[config.mk]
export PLATFORM = sky130hd
export DESIGN_NAME = io_grid_wait
export DESIGN_NICKNAME = d
export VERILOG_FILES = /design/src/rtl/io_grid_wait_pkg.sv /design/src/rtl/io_grid_phase.sv /design/src/rtl/io_grid_decode.sv /design/src/rtl/io_grid_stretch.sv /design/src/rtl/io_grid_wait.sv
export SDC_FILE = /design/constraint.sdc
export NUM_CORES = 1
export LEC_CHECK = 0
export ABC_AREA = 1
export ABC_CLOCK_PERIOD_IN_PS = 1300
export BUFFER_PORTS_ARGS = -buffer_cell sky130_fd_sc_hd__buf_2
export CAP_MARGIN = 0
export CORE_AREA = 10 10 47 49
export CTS_CLUSTER_SIZE = 24
export DETAILED_ROUTE_END_ITERATION = 12
export DIE_AREA = 0 0 57 59
export PLACE_DENSITY_LB_ADDON = 0.3
export SYNTH_ARGS = -nofsm -noshare
export SYNTH_HDL_FRONTEND = slang
export SYNTH_SLANG_ARGS = --single-unit
[constraint.sdc]
create_clock -name clk_i -period 1.3 [get_ports clk_i]
set_input_delay 0.26 -clock clk_i [delete_from_list [all_inputs] [get_ports clk_i]]
set_output_delay 0.26 -clock clk_i [all_outputs]
set_load 0.01 [all_outputs]
[src/rtl/io_grid_wait_pkg.sv]
package io_grid_wait_pkg;

  typedef enum logic [1:0] {
    XFER_NONE  = 2'd0,
    XFER_READ  = 2'd1,
    XFER_WRITE = 2'd2
  } xfer_kind_e;

  // Classify the strobe pair of a bus cycle; read wins if both are low.
  function automatic xfer_kind_e classify_xfer(input logic rd_n, input logic wr_n);
    if (!rd_n)      return XFER_READ;
    else if (!wr_n) return XFER_WRITE;
    else            return XFER_NONE;
  endfunction

endpackage

[src/rtl/io_grid_phase.sv]
module io_grid_phase #(
  parameter int PHASE_W = 3
) (
  input  logic               clk_i,
  input  logic               rst_i,
  input  logic               sync_i,
  output logic [PHASE_W-1:0] phase_o
);

  logic [PHASE_W-1:0] phase_q;

  always_ff @(posedge clk_i) begin
    if (rst_i || sync_i) phase_q <= '0;
    else                 phase_q <= phase_q + 1'b1;
  end

  assign phase_o = phase_q;

endmodule

[src/rtl/io_grid_decode.sv]
module io_grid_decode
  import io_grid_wait_pkg::*;
#(
  parameter int          ADDR_W     = 8,
  parameter int          MATCH_BITS = 5,
  parameter logic [7:0]  PORT_BASE  = 8'hF8
) (
  input  logic              clk_i,
  input  logic              rst_i,
  input  logic              iorq_n_i,
  input  logic              m1_n_i,
  input  logic              rd_n_i,
  input  logic              wr_n_i,
  input  logic [ADDR_W-1:0] addr_i,
  output logic              start_o
);

  localparam int TOP = ADDR_W - 1;

  logic       iorq_prev_q;
  logic       port_hit;
  xfer_kind_e kind;

  generate
    if (MATCH_BITS == 0) begin : g_any_port
      assign port_hit = 1'b1;
    end else begin : g_match
      localparam logic [MATCH_BITS-1:0] REF = PORT_BASE[ADDR_W-1 -: MATCH_BITS];
      assign port_hit = (addr_i[TOP -: MATCH_BITS] == REF);
    end
  endgenerate

  always_ff @(posedge clk_i) begin
    if (rst_i) iorq_prev_q <= 1'b1;
    else       iorq_prev_q <= iorq_n_i;
  end

  assign kind    = classify_xfer(rd_n_i, wr_n_i);
  assign start_o = iorq_prev_q && !iorq_n_i && m1_n_i && port_hit &&
                   (kind != XFER_NONE);

endmodule

[src/rtl/io_grid_stretch.sv]
module io_grid_stretch #(
  parameter int PHASE_W  = 3,
  parameter int ACCESS_T = 4
) (
  input  logic               clk_i,
  input  logic               rst_i,
  input  logic               start_i,
  input  logic [PHASE_W-1:0] phase_i,
  output logic               wait_n_o
);

  localparam int GRID = 1 << PHASE_W;

  logic [PHASE_W-1:0] extra;
  logic [PHASE_W-1:0] left_q;
  logic               wait_n_q;

  // Clocks needed to push the access end up to the next grid boundary.
  assign extra = PHASE_W'(GRID - ((int'(phase_i) + ACCESS_T) % GRID));

  always_ff @(posedge clk_i) begin
    if (rst_i) begin
      left_q   <= '0;
      wait_n_q <= 1'b1;
    end else if (start_i) begin
      left_q   <= extra;
      wait_n_q <= (extra == '0);
    end else if (left_q != '0) begin
      left_q   <= left_q - 1'b1;
      wait_n_q <= (left_q == PHASE_W'(1));
    end
  end

  assign wait_n_o = wait_n_q;

endmodule

[src/rtl/io_grid_wait.sv]
module io_grid_wait #(
  parameter int         ADDR_W     = 8,
  parameter int         PHASE_W    = 3,
  parameter int         ACCESS_T   = 4,
  parameter int         MATCH_BITS = 5,
  parameter logic [7:0] PORT_BASE  = 8'hF8
) (
  input  logic              clk_i,
  input  logic              rst_i,
  input  logic              sync_i,
  input  logic              iorq_n_i,
  input  logic              m1_n_i,
  input  logic              rd_n_i,
  input  logic              wr_n_i,
  input  logic [ADDR_W-1:0] addr_i,
  output logic              wait_n_o
);

  logic [PHASE_W-1:0] grid_ph;
  logic               start;

  io_grid_phase #(.PHASE_W(PHASE_W)) phase_i (
    .clk_i  (clk_i),
    .rst_i  (rst_i),
    .sync_i (sync_i),
    .phase_o(grid_ph)
  );

  io_grid_decode #(
    .ADDR_W    (ADDR_W),
    .MATCH_BITS(MATCH_BITS),
    .PORT_BASE (PORT_BASE)
  ) decode_i (
    .clk_i   (clk_i),
    .rst_i   (rst_i),
    .iorq_n_i(iorq_n_i),
    .m1_n_i  (m1_n_i),
    .rd_n_i  (rd_n_i),
    .wr_n_i  (wr_n_i),
    .addr_i  (addr_i),
    .start_o (start)
  );

  io_grid_stretch #(.PHASE_W(PHASE_W), .ACCESS_T(ACCESS_T)) stretch_i (
    .clk_i   (clk_i),
    .rst_i   (rst_i),
    .start_i (start),
    .phase_i (grid_ph),
    .wait_n_o(wait_n_o)
  );

endmodule

; Yosys cells after proc, flatten, opt, wreduce, memory -nomap -nowiden
; Cells that the tools add are included.
[classes]
addsub = 4
mul = 0
div_mod_pow = 0
magnitude_cmp = 0
eq_ne = 2
shift = 0
mux = 6
bitwise_logic = 0
n_reduce_logical = 10
[op_table]
columns = operator, count
row1 = two-way mux 3 bit, 2
row2 = "== test 5 bit, second input constant", 1
row3 = logical AND 1 bit, 4
row4 = two-way mux 2 bit, 2
row5 = nonzero test 2 bit, 2
row6 = "adder 3 x 1 -> 3 bit, second input constant", 1
row7 = "adder 3 bit, second input constant", 1
row8 = "== test 3 x 1 -> 1 bit, second input constant", 1
row9 = logical NOT 3 bit, 1
row10 = nonzero test 3 bit, 1
row11 = "subtractor 1 x 3 -> 3 bit, first input constant", 1
row12 = "subtractor 3 x 1 -> 3 bit, second input constant", 1
row13 = two-way mux 1 bit, 2
row14 = logical NOT 1 bit, 1
row15 = logical OR 1 bit, 1
[totals]
register_bits = 8
latch_bits = 0
ram_bits = 0
romBits = 0
mem_count = 0

; Longest topological paths before layout
[logic_depth]
word_depth = 6
depth_mapped = 10
mapped_depth_nobuf = 10

; Modules after synthesis
; Synthesis repeated with hierarchy kept, for this count alone.
[hier_totals]
cells_unflattened = 70
area_unflattened_um2 = 478.0
[by_module_without_submodules]
columns = module, n_inst, cells_per_inst, area_each_um2, seq_area_each_um2
row1 = io_grid_stretch, 1, 47, 306.5, 80.1
row2 = io_grid_phase, 1, 13, 108.9, 60.1
row3 = io_grid_decode, 1, 10, 62.6, 20.0

; Worst setup path after synthesis
; No wires, ideal clock.
[synth_path]
kind = flip-flop to flip-flop
from = register stretch_i.left_q[0]
to = register stretch_i.left_q[1]
setup_ns = 0.110
t_arrival_ns = 1.011
required_time_ns = 1.190
slack_ns = 0.179
stages_incl_launch_ff = 11
n_path_buf = 0
synth_period_minus_slack_ns = 1.121
path_cell_list = dfxtp_1 inv_1 ha_1 inv_1 nor2_2 inv_1 nand2_1 nand2_1 o21ai_1 inv_1 nor2_2
[synth_between]
elab_chain_cells = 3
elab_cells_between_ends = 5
cone_classes = 1 x add/sub / 2 x mux / 2 x reduce/logical
[synth_rtl]
columns = element, line
row1 = "start, declared", io_grid_stretch.sv:15  ; logic [PHASE_W-1:0] left_q;
row2 = "start signal, assigned", io_grid_stretch.sv:26  ; left_q <= extra;
row3 = "start signal, assigned", io_grid_stretch.sv:29  ; left_q <= left_q - 1'b1;
row4 = subtractor 3 x 1 -> 3 bit, io_grid_stretch.sv:29
row5 = two-way mux 3 bit, io_grid_stretch.sv:28  ; end else if (left_q != '0) begin
row6 = two-way mux 3 bit, io_grid_stretch.sv:25  ; end else if (start_i) begin
; Parallel ways exist; a longest one is shown, timed or not. The select of a mux whose other input is x is not followed.
; A chain may end at the register's enable or synchronous reset.

; Worst setup path in the final report
[layout_path]
from = register stretch_i.left_q[1]
to = register stretch_i.left_q[1]
; The elaborated chain is that of the path after synthesis.

==> flow_metrics.env <==
export IMPL_status="finished clean"
export IMPL_syn_inst=62
export IMPL_worst_pin_slew_ps=163
export IMPL_crit_chain="inv_1, ha_1, inv_1, nor2_2, inv_1, nand2_1, nand2_1, o21ai_1, inv_1, nor2_2"
export IMPL_finalWeightedCongestion=0.710
export IMPL_gr_total_overflow=0
export IMPL_slew_headroom=0.891
export IMPL_final_cells=94
export IMPL_ant_nets=0
export IMPL_clkTransAtPathRegs_ps=60
export IMPL_track_usage=0.0620
export IMPL_first_global_vias=402
export IMPL_place_area_um2=588
export IMPL_p_int_mw=0.617
export IMPL_seq_power_share=0.347
export IMPL_start_util=0.357
export IMPL_placedCellCount=91
export IMPL_synth_ff_type="dfxtp_1"
export IMPL_final_setup_skew_ps=1.25
export IMPL_netSwitchingPower_mw=0.381
export IMPL_crit_required_ps=1500
export IMPL_grt_max_degree=9
export IMPL_setup_viol=0
export IMPL_wl_um=928
export IMPL_die_w_um=57
export IMPL_cts_hold_buf=0
export IMPL_num_fill_cells=152
export IMPL_synth_edf_count=0
export IMPL_critical_path_max_stage_delay_ps=290
export IMPL_tns_ps=0
export IMPL_synth_cell_types=18
export IMPL_cts_tree="built"
export IMPL_drtIter0Drc=0
export IMPL_post_cts_buffers=0
export IMPL_vias=421
export IMPL_netlist_top_cells_area="dfxtp_1 32%, ha_1 15%, inv_1 8.3%"
export IMPL_leakage_nw=0.320
export IMPL_rows=14
export IMPL_stdcell_area_um2=611
export IMPL_criticalPathCategory="reg2reg"
export IMPL_nNetsFinal=101
export IMPL_avgSynthCellArea_um2=8.07
export IMPL_post_dp_hpwl_um=778
export IMPL_p_per_area_mw_per_mm2=1630
export IMPL_drtPass1Iterations=1
export IMPL_grt_setup_unrepaired="no"
export IMPL_cts_buffers_inserted=3
export IMPL_cts_resized=0
export IMPL_drv_slew=0
export IMPL_peakVddDrop_v=0.000707
export IMPL_yosys_cell_count_top_type="inv_1"
export IMPL_io_pin_count=16
export IMPL_dieArea_mm2=0.00336
export IMPL_avgRoutedWirePerCell_um=9.87
export IMPL_syn2layout_area_growth_pct=22.0
export IMPL_coreArea_mm2=0.00140
export IMPL_die_h_um=59
export IMPL_period_minus_slack_ps=1190
export IMPL_p_total_mw=0.998
export IMPL_yosys_warnings=0
export IMPL_arrival_ps=1390
export IMPL_cp_common_cell="inv_1"
export IMPL_cts_root_buf="clkbuf_4"
export IMPL_vias_per_cell=4.48
export IMPL_max_freq_mhz=843
export IMPL_synth_area_um2=500
export IMPL_crit_path_start_kind="register"
export IMPL_p_clk_frac=0.199
export IMPL_synth_top_area_cell="dfxtp_1"
export IMPL_syn_num_nets=83
export IMPL_synth_top_cell_area_share=0.320
export IMPL_critPathSlowestCell="dfxtp_1"
export IMPL_n_antenna_cell=0
export IMPL_grt_antenna_before_repair=0
export IMPL_synth_commonest_cells="11 x inv_1, 8 x dfxtp_1, 7 x nand2_1"
export IMPL_drcViolationCount=0
export IMPL_holdWs_ps=187
export IMPL_hold_class="in2reg"
export IMPL_switching_share=0.381
export IMPL_hold_violations=0
export IMPL_cts_sinks=8
export IMPL_synth_seq_area_share=0.320
export IMPL_htreeDepth=1
export IMPL_maxCapViolations=0
export IMPL_p_comb_frac=0.454
export IMPL_numPortBuffers=12
export IMPL_clk_latency_ps=260
export IMPL_path_max_fanout=4
export IMPL_cts_max_path_buffers=2
export IMPL_ys_ff_latch=8
export IMPL_grt_first_pass_wirelength_um=1580
export IMPL_finalCritPeriodShare=0.912
export IMPL_async_flop_share=0
export IMPL_drive_gt1_frac=0.346
export IMPL_endpoint_kind="register"
layout make-up:
class                      count  area, um^2  share of cell area
clock buffer                   3        22.5              0.0369
inverter                      12        45.0              0.0738
sequential                     8         160               0.262
timing repair buffer          13        67.6               0.111
tap                           16        20.0              0.0328
multi-input combinational     42         295               0.484
cells by family (layout without fill, tap and decap cells):
family / count (synthesis) / after routing / synth area share
AND/OR/NAND/NOR: 32 / 32 / 0.385
buffers and inverters: 12 / 28 / 0.0900
flip-flops: 8 / 8 / 0.320
adder cells (fa/ha/maj): 6 / 6 / 0.150
AO/OA/AOI/OAI: 2 / 2 / 0.0200
XOR/XNOR: 2 / 2 / 0.0350
state kept, by name, summed over array words and instances, names as in the netlist:
name                  cells
phase_i.phase_o           3
stretch_i.wait_n_o        1
stretch_i.left_q          3
decode_i.iorq_prev_q      1
worst max-delay path, delay by kind of cell, from the launching register on:
family          cells  cell delay (ps)
flops               1              290
buf+inv             4              300
simple gates        4              310
compound gates      1               60
fa+ha+maj           1              160
cells in the final DEF (no fill, tap or decap), drive strengths merged:
cell    instances
xnor2           1
a21oi           1
nand4           4
buf            13
ha              6
o21ai           1
dfxtp           8
xor2            1
nor2            9
clkbuf          3
inv            12
nand2          11
or2             1
nand3           7
power groups by stage:
| stage | Clock [mW] | Sequential [mW] | Combinational, mW |
|---|---|---|---|
| floorplan | 0 | 0.357 | 0.345 |
| global placement | 0 | 0.348 | 0.456 |
| detailed placement | 0 | 0.351 | 0.457 |
| CTS | 0.207 | 0.346 | 0.459 |
| global route | 0.214 | 0.352 | 0.530 |
| finish | 0.198 | 0.347 | 0.453 |
worst paths after layout:
path / startpoint / endpoint / slack (ps) / cells after the start
worst min register to register: phase_i.phase_o[0]$_SDFF_PP0_ / phase_i.phase_o[0]$_SDFF_PP0_ / 440 / 1
worst min-delay path: rst_i / stretch_i.left_q[2]$_SDFFE_PP0P_ / 190 / 2
worst max register to register: stretch_i.left_q[1]$_SDFFE_PP0P_ / stretch_i.left_q[1]$_SDFFE_PP0P_ / 110 / 10
worst max-delay path: stretch_i.left_q[1]$_SDFFE_PP0P_ / stretch_i.left_q[1]$_SDFFE_PP0P_ / 110 / 10
routing by layer:
layer,global-route usage,vias to the layer above,share of wire
met2,0.109,10,0.48
met3,0.0300,4,0.057
met1,0.0490,181,0.42
met5,0,-,0
met4,0.0604,0,0.037
li1,-,226,-
per-stage QoR:
stage               worst slack [ps]   util
floorplan                        179      -
global placement                 126  0.420
detailed placement               121  0.420
CTS                             99.0  0.436
global route                    7.10  0.436
finish                           114  0.436
Note: power is estimated with default switching activity, not from simulation.
